--- src/rtl/ocadd_pkg.sv ---
package ocadd_pkg;
  typedef enum logic [1:0] {
    MODE_FULL   = 2'b00,
    MODE_HALF   = 2'b01,
    MODE_THIRD  = 2'b10,
    MODE_DOUBLE = 2'b11
  } add_mode_e;
endpackage

--- src/rtl/oc_lane.sv ---
// One ones-complement adding lane with end-around carry.
module oc_lane #(
  parameter int W = 36
) (
  input  logic [W-1:0] a,
  input  logic [W-1:0] b,
  output logic [W-1:0] sum,
  output logic         cout
);
  logic [W:0] raw;

  always_comb begin
    raw  = {1'b0, a} + {1'b0, b};
    cout = raw[W];
    sum  = raw[W-1:0] + {{(W-1){1'b0}}, raw[W]};
  end
endmodule

--- src/rtl/split_bank.sv ---
// Word cut into LANES independent ones-complement lanes.
module split_bank #(
  parameter int WORD_W = 36,
  parameter int LANES  = 2
) (
  input  logic [WORD_W-1:0] a,
  input  logic [WORD_W-1:0] b,
  output logic [WORD_W-1:0] sum,
  output logic [LANES-1:0]  cy
);
  localparam int LW = WORD_W / LANES;

  for (genvar gi = 0; gi < LANES; gi++) begin : g_lane
    oc_lane #(.W(LW)) u_lane (
      .a    (a[gi*LW +: LW]),
      .b    (b[gi*LW +: LW]),
      .sum  (sum[gi*LW +: LW]),
      .cout (cy[gi])
    );
  end
endmodule

--- src/rtl/splitword_oc_adder.sv ---
module splitword_oc_adder
  import ocadd_pkg::*;
#(
  parameter int WORD_W = 36
) (
  input  logic              clk,
  input  logic              rst,
  input  logic              start_i,
  input  logic [1:0]        mode_i,
  input  logic              sub_i,
  input  logic [WORD_W-1:0] a_hi_i,
  input  logic [WORD_W-1:0] a_lo_i,
  input  logic [WORD_W-1:0] b_hi_i,
  input  logic [WORD_W-1:0] b_lo_i,
  output logic [WORD_W-1:0] sum_hi_o,
  output logic [WORD_W-1:0] sum_lo_o,
  output logic              carry_o,
  output logic              ovf_o,
  output logic              done_o
);
  localparam int DW = 2 * WORD_W;
  localparam int HW = WORD_W / 2;
  localparam int TW = WORD_W / 3;

  add_mode_e         mode;
  logic [WORD_W-1:0] b_hi_eff, b_lo_eff;
  logic [WORD_W-1:0] full_sum, half_sum, third_sum;
  logic [DW-1:0]     dbl_sum;
  logic              full_cy, dbl_cy;
  logic [1:0]        half_cy;
  logic [2:0]        third_cy;
  logic [WORD_W-1:0] nxt_hi, nxt_lo;
  logic              nxt_c, nxt_v, upd_flags;

  assign mode     = add_mode_e'(mode_i);
  assign b_hi_eff = sub_i ? ~b_hi_i : b_hi_i;
  assign b_lo_eff = sub_i ? ~b_lo_i : b_lo_i;

  oc_lane #(.W(WORD_W)) u_full (
    .a(a_lo_i), .b(b_lo_eff), .sum(full_sum), .cout(full_cy));

  oc_lane #(.W(DW)) u_dbl (
    .a({a_hi_i, a_lo_i}), .b({b_hi_eff, b_lo_eff}),
    .sum(dbl_sum), .cout(dbl_cy));

  split_bank #(.WORD_W(WORD_W), .LANES(2)) u_half (
    .a(a_lo_i), .b(b_lo_eff), .sum(half_sum), .cy(half_cy));

  split_bank #(.WORD_W(WORD_W), .LANES(3)) u_third (
    .a(a_lo_i), .b(b_lo_eff), .sum(third_sum), .cy(third_cy));

  always_comb begin
    nxt_hi    = '0;
    nxt_lo    = full_sum;
    nxt_c     = full_cy;
    nxt_v     = (a_lo_i[WORD_W-1] == b_lo_eff[WORD_W-1]) &&
                (full_sum[WORD_W-1] != a_lo_i[WORD_W-1]);
    upd_flags = 1'b1;
    case (mode)
      MODE_HALF: begin
        nxt_lo    = half_sum;
        upd_flags = 1'b0;
      end
      MODE_THIRD: begin
        nxt_lo    = third_sum;
        upd_flags = 1'b0;
      end
      MODE_DOUBLE: begin
        nxt_hi = dbl_sum[DW-1:WORD_W];
        nxt_lo = dbl_sum[WORD_W-1:0];
        nxt_c  = dbl_cy;
        nxt_v  = (a_hi_i[WORD_W-1] == b_hi_eff[WORD_W-1]) &&
                 (dbl_sum[DW-1] != a_hi_i[WORD_W-1]);
      end
      default: ;
    endcase
  end

  always_ff @(posedge clk) begin
    if (rst) begin
      sum_hi_o <= '0;
      sum_lo_o <= '0;
      carry_o  <= 1'b0;
      ovf_o    <= 1'b0;
      done_o   <= 1'b0;
    end else begin
      done_o <= start_i;
      if (start_i) begin
        sum_hi_o <= nxt_hi;
        sum_lo_o <= nxt_lo;
        if (upd_flags) begin
          carry_o <= nxt_c;
          ovf_o   <= nxt_v;
        end
      end
    end
  end

  AST_DONE_AFTER_START: assert property (@(posedge clk) disable iff (rst)
    start_i |=> done_o);
  AST_DONE_SINGLE: assert property (@(posedge clk) disable iff (rst)
    !start_i |=> !done_o);
  AST_IDLE_HOLD: assert property (@(posedge clk) disable iff (rst)
    !start_i |=> $stable(sum_hi_o) && $stable(sum_lo_o) && $stable(carry_o) && $stable(ovf_o));
  AST_SPLIT_FLAGS: assert property (@(posedge clk) disable iff (rst)
    start_i && (mode_i == 2'b01 || mode_i == 2'b10) |=> $stable(carry_o) && $stable(ovf_o));
  AST_SINGLE_HI_ZERO: assert property (@(posedge clk) disable iff (rst)
    start_i && mode_i != 2'b11 |=> sum_hi_o == '0);
  AST_HALF_WRAP: assert property (@(posedge clk) disable iff (rst)
    start_i && mode_i == 2'b01 && half_cy[0] |=> sum_lo_o[HW-1:0] != '0);
  AST_THIRD_WRAP: assert property (@(posedge clk) disable iff (rst)
    start_i && mode_i == 2'b10 && third_cy[2] |=> sum_lo_o[WORD_W-1:WORD_W-TW] != '0);
endmodule

--- config.mk ---
export PLATFORM = sky130hd
export DESIGN_NAME = splitword_oc_adder
export DESIGN_NICKNAME = d
export VERILOG_FILES = /design/src/rtl/ocadd_pkg.sv /design/src/rtl/oc_lane.sv /design/src/rtl/split_bank.sv /design/src/rtl/splitword_oc_adder.sv
export SDC_FILE = /design/constraint.sdc
export NUM_CORES = 1
export LEC_CHECK = 0
export BUFFER_PORTS_ARGS = -buffer_cell sky130_fd_sc_hd__buf_2
export CORE_MARGIN = 2
export CORE_UTILIZATION = 62
export DETAILED_ROUTE_END_ITERATION = 8
export GPL_ROUTABILITY_DRIVEN = 0
export PLACE_DENSITY = 0.91
export SLEW_MARGIN = 10
export SYNTH_ARGS = -nofsm -noshare
export SYNTH_HDL_FRONTEND = slang
export SYNTH_HIERARCHICAL = 1
export SYNTH_SLANG_ARGS = --single-unit
--- constraint.sdc ---
create_clock -name clk -period 8.6 [get_ports clk]
set_clock_uncertainty 0.1 [all_clocks]
set_input_delay 1.29 -clock clk [delete_from_list [all_inputs] [get_ports clk]]
set_output_delay 1.29 -clock clk [all_outputs]
set_load 0.005 [all_outputs]
# == Word-level counts from Yosys, hierarchy flattened ==
# Index checks and enable logic that the tools add are counted.
# word_totals
regBits,75
input_bits,150
output_inout_bits,75
elab_cells,39
# classes
n_addsub,14
n_eq_ne,7
muxes,6
bitwise_logic,3
n_reduce_logical,4
# op_table
operator,count
$mux W36,3
$pmux W36 S3,1
$add A72 B72 Y73,1
$add A72 B1 Y72,1
$not A36 Y36,2
$add A12 B12 Y13,3
$add A18 B18 Y19,2
$add A36 B36 Y37,1
$add A12 B1 Y12,3
$add A18 B1 Y18,2
$add A36 B1 Y36,1
$eq A2 B2 Y1 const B,2
$eq A1 B1 Y1,2
$eq A2 B1 Y1 const B,1
$logic_and A1 B1 Y1,2
$mux W1,2
$ne A1 B1 Y1,2
$reduce_and A2 Y1,1
$reduce_or A2 Y1,1
$not A1 Y1,1

# == Logic depth before layout (Yosys ltp) ==
# depth
word_depth,7
ltp_mapped,33
mapped_depth_nobuf,31

# == Cells and area by module ==
# The synthesis kept the hierarchy.
# by_module_without_submodules
mod,n_inst,cells_each,area_per_inst_um2,seq_area_each_um2
oc_lane (u_dbl),1,1017,6632.6,0.0
splitword_oc_adder,1,510,4440.5,1501.4
oc_lane (u_full),1,425,2989.1,0.0
oc_lane (u_half.g_lane[0].u_lane ...),2,166,1260.0,0.0
oc_lane (u_third.g_lane[1].u_lane ...),2,104,834.6,0.0
oc_lane (u_third.g_lane[0].u_lane),1,103,808.3,0.0

# == Worst setup path after synthesis ==
# Ideal clock, no wire load.
# synth_path
kind,input to register
from,input sub_i
to,register sum_hi_o[27]
setup_ns,0.117
arrival_time_ns,7.723
required_time_ns,8.383
setup_slack_ns,0.660
path_stages,29
path_buffers,2
path_cell_list,buf_4 -> buf_2 -> xor2_1 -> inv_1 -> fa_1 -> nand2b_1 -> a21oi_1 -> a21oi_1 -> o31ai_1 -> o21a_1 -> nor3_1 -> a211oi_1 -> o31ai_1 -> nand2_1 -> a21o_1 -> a21o_1 -> ha_1 -> and3_1 -> nand4_1 -> nor4_1 -> and3_1 -> nand4_1 -> or4_1 -> or4_4 -> nor3b_4 -> or4b_1 -> xor2_1 -> a21oi_1 -> nor2_1
# synth_between
elab_chain_len,4
elab_cells_between_ends,5
classes_between,2 x add/sub; 3 x mux
# synth_rtl
item,line,source
start: declaration,splitword_oc_adder.sv:10,"input logic sub_i,"
$mux W36,splitword_oc_adder.sv:37,assign b_lo_eff = sub_i ? ~b_lo_i : b_lo_i;
named net b_lo_eff[1],splitword_oc_adder.sv:26,"logic [WORD_W-1:0] b_hi_eff, b_lo_eff;"
$add A72 B72 Y73,oc_lane.sv:13,"raw = {1'b0, a} + {1'b0, b};"
named net dbl_cy,splitword_oc_adder.sv:29,"logic full_cy, dbl_cy;"
$add A72 B1 Y72,oc_lane.sv:15,"sum = raw[W-1:0] + {{(W-1){1'b0}}, raw[W]};"
named net dbl_sum[63],splitword_oc_adder.sv:28,logic [DW-1:0] dbl_sum;
$mux W36,splitword_oc_adder.sv:59,case (mode)
end signal: assignment,splitword_oc_adder.sv:89,sum_hi_o <= nxt_hi;
end: declaration,splitword_oc_adder.sv:15,"output logic [WORD_W-1:0] sum_hi_o,"
# The timed path passes the listed nets, and every way through them passes these cells.
# A chain may end at the register's enable or synchronous reset.

# == Worst setup path in the final report ==
# layout_path
from,input sub_i
to,register ovf_o
# layout_between
elab_chain_len,6
elab_cells_between_ends,13
classes_between,4 x add/sub; 4 x eq/ne; 3 x mux; 2 x reduce/logical
# layout_rtl
item,line,source
$mux W36,splitword_oc_adder.sv:37,
named net b_lo_eff[0],splitword_oc_adder.sv:26,
$add A36 B36 Y37,oc_lane.sv:13,
named net full_cy,splitword_oc_adder.sv:29,
$add A36 B1 Y36,oc_lane.sv:15,
named net full_sum[35],splitword_oc_adder.sv:27,"logic [WORD_W-1:0] full_sum, half_sum, third_sum;"
$ne A1 B1 Y1,splitword_oc_adder.sv:57,(full_sum[WORD_W-1] != a_lo_i[WORD_W-1]);
$logic_and A1 B1 Y1,splitword_oc_adder.sv:56,nxt_v = (a_lo_i[WORD_W-1] == b_lo_eff[WORD_W-1]) &&
$mux W1,splitword_oc_adder.sv:59,
end signal: assignment,splitword_oc_adder.sv:93,ovf_o <= nxt_v;
end: declaration,splitword_oc_adder.sv:18,"output logic ovf_o,"
# The timed path passes the listed nets, and every way through them passes these cells.

==> reports/qor.yml <==
run_status:
  outcome: "finished with violations"
  violations: "design-rule violations"
synth:
  synthTopCellsByCount: "a21oi_1 (253), nor2_1 (218), nand2_1 (208), ha_1 (200), xnor2_1 (185)"
  synth_area_leaders: "ha_1 (13%), xnor2_1 (8.5%), dfxtp_1 (7.9%), xor2_1 (7.4%), a21oi_1 (6.6%)"
  ys_warn_count: 6
  syn_nets: 2952
  async_flop_share_pct: 0
  yosysMostFrequentCell: "a21oi_1"
  ys_seq_elements: 75
  netlist_area_um2: 19100
  synth_area_leader_cell: "ha_1"
  synth_edf_count: 0
  synth_top_area_share_pct: 13.1
  synth_cells: 2595
  ys.flop_type: "dfxtp_1"
  synth.distinct_cells: 119
  synth.avg_cell_area_um2: 7.34
  synth_seq_area_share_pct: 7.88
drt:
  via_count: 22200
  routed_wl_um: 65900
  drt-initial-drc-count: 2991
  post-route-drc-count: 20
  ant_nets: 0
  first_pass_iters: 9
  wl_per_cell_um: 20.9
  drt-vias-per-instance: 7.03
setup_path:
  timing.critical_path.mode_cell: "a21o_1"
  crit_path_max_fanout: 5
  cp.depth: 27
  critPathBufInv: 2
  worst-setup-path-type: "in2reg"
  cp-end-kind: "flip-flop"
  critPathMaxStageDelay_ns: 0.60
  crit_path_start_kind: "primary input"
  arrival_ns: 8.50
  crit_required_ns: 8.76
  crit_slowest_cell: "or4_4"
  crit_family: "compound AO/OA/AOI/OAI gates"
  reg2reg_depth: 3
clock_tree:
  insertion_delay_ns: 0.38
  cts_hold_buffers: 0
  clk_pin_slew_ns: 0.08
  cts_buffers: 9
  cts.sinks: 75
  cts.root.buffer_cell: "clkbuf_16"
  cts_max_path_buffers: 2
  post_cts_resized: 0
  post_cts_buffers: 0
  cts_tree: "done"
  h-tree-depth: 3
die:
  coreArea_um2: 30400
  die_width_um: 179
  placementRows: 64
  start_util_pct: 62.6
  io_pins: 225
  die_area_um2: 32200
  die_h_um: 179
power:
  p_leak_uw: 0.00904
  max-vdd-ir-drop_uv: 132
  power.density_nw_per_um2: 153
sta:
  slew_violations: 0
  layout_min_cycle_time_ns: 8.34
  max_freq_ghz: 0.120
  tightest_slew_ns: 1.21
  hold_viol: 0
  maxSlewHeadroom_pct: 17.1
  fin_crit_sh_pct: 97.0
  setup_viol: 0
  tns_ns: 0
  holdWs_ns: 0.371
global_routing:
  grt-busiest-layer: "met2"
  grt_pass1_vias: 20700
  use_met2_pct: 62.6
  grt_use_met3_pct: 9.49
  grt_usage_pct: 39.2
  overflow: 0
  antenna_found_initial: 1
  grt_util_met1_pct: 47.1
  grt_pass1_wl_um: 102000
  grt_max_degree: 113
job:
  cap_violations: 0
cells_and_area:
  drive_gt1_share_pct: 14.6
  finalNetCount: 3116
  final_area_um2: 20800
  diodes: 0
  area_delta_synth_final_pct: 9.32
  final_cell_count_no_fill: 3160
placement:
  dp_hpwl_um: 51700
  placed_cells_incl_taps: 3144
  portBuffers: 224
  dpl_cell_area_um2: 20500
worst_hold_path:
  min_path_cells: 2
  min_path_type: "reg2reg"
## flip-flops by register name, summed over array words and instances, names as in the netlist
| register | count |
|---|---|
| sum_hi_o | 36 |
| sum_lo_o | 36 |
| carry_o | 1 |
| done_o | 1 |
| ovf_o | 1 |
## worst register-to-register path: stages, from the launching register on
cell and delay, ns:
dfxtp_1 0.33, nor2b_1 0.13, a21oi_1 0.19, nor2_1 0.07
## layer usage
metal | routed length, µm | vias up
li1 | - | 9939
met1 | 24300 | 10100
met2 | 29300 | 1724
met3 | 7760 | 438
met4 | 4560 | 2
met5 | 10 | -
## placed cells by master (no fill, tap or decap), types with 12 or more instances in the layout
cell type and n:
buf_2 222, and2_1 22, and3_1 21, inv_1 70
nor2_1 218, nor2b_1 65, o211ai_1 23, nand3b_1 12
xor2_1 156, nand2b_1 56, or3_1 18, a31oi_1 30
o21a_1 23, buf_4 43, o21ai_1 15, nor3_1 54
dfxtp_1 75, nor4_1 19, xnor2_1 185, nand3_1 71
a22o_1 39, ha_1 200, a211oi_1 17, and4_1 23
nand2_1 208, o31ai_1 14, a21o_1 114, o21ai_0 106
nand4_1 60, a21oi_1 252, o221ai_1 38
## where the power goes
group	switching, µW	internal [µW]
Combinational	1470	925
Clock	198	201
Sequential	16.3	375
## cell type report
cell class                 count  area [µm²]
inverter                      71         267
clock inverter                 7        58.8
fill                        2417        9590
clock buffer                   9         225
sequential                    75        1500
tap                          396         495
multi-input combinational   2336       16800
timing repair buffer         266        1450
## through the flow
step / worst slack, ns / power [µW] / utilization (%)
6_report: 0.259 / 3190 / 68.5
4_1_cts: 0.0322 / 3080 / 68.2
3_5_place_dp: -0.250 / 2670 / 67.3
3_3_place_gp: 0.0488 / 2590 / 67.3
2_1_floorplan: 0.660 / 2120 / -
5_1_grt: -0.0262 / 3370 / 68.5
## final timing paths
check	startpoint	endpoint	slack (ns)
hold / removal	sum_lo_o[26]	sum_lo_o[26]	0.37
setup reg to reg	sum_hi_o[29]	sum_hi_o[29]	7.62
hold reg to reg	sum_lo_o[26]	sum_lo_o[26]	0.37
setup / recovery	sub_i	ovf_o	0.26
## cell families after synthesis
| family | Yosys count | synth area share, % |
|---|---|---|
| xor gates and xnor gates | 359 | 17.2 |
| buffers and inverters | 184 | 4.19 |
| and+or+nand+nor | 940 | 26.6 |
| AOI/OAI and AO/OA | 816 | 29.5 |
| adders and majority gates | 207 | 13.9 |
| muxes | 14 | 0.748 |
| DFF | 75 | 7.88 |
(Power assumes the default switching activity.)
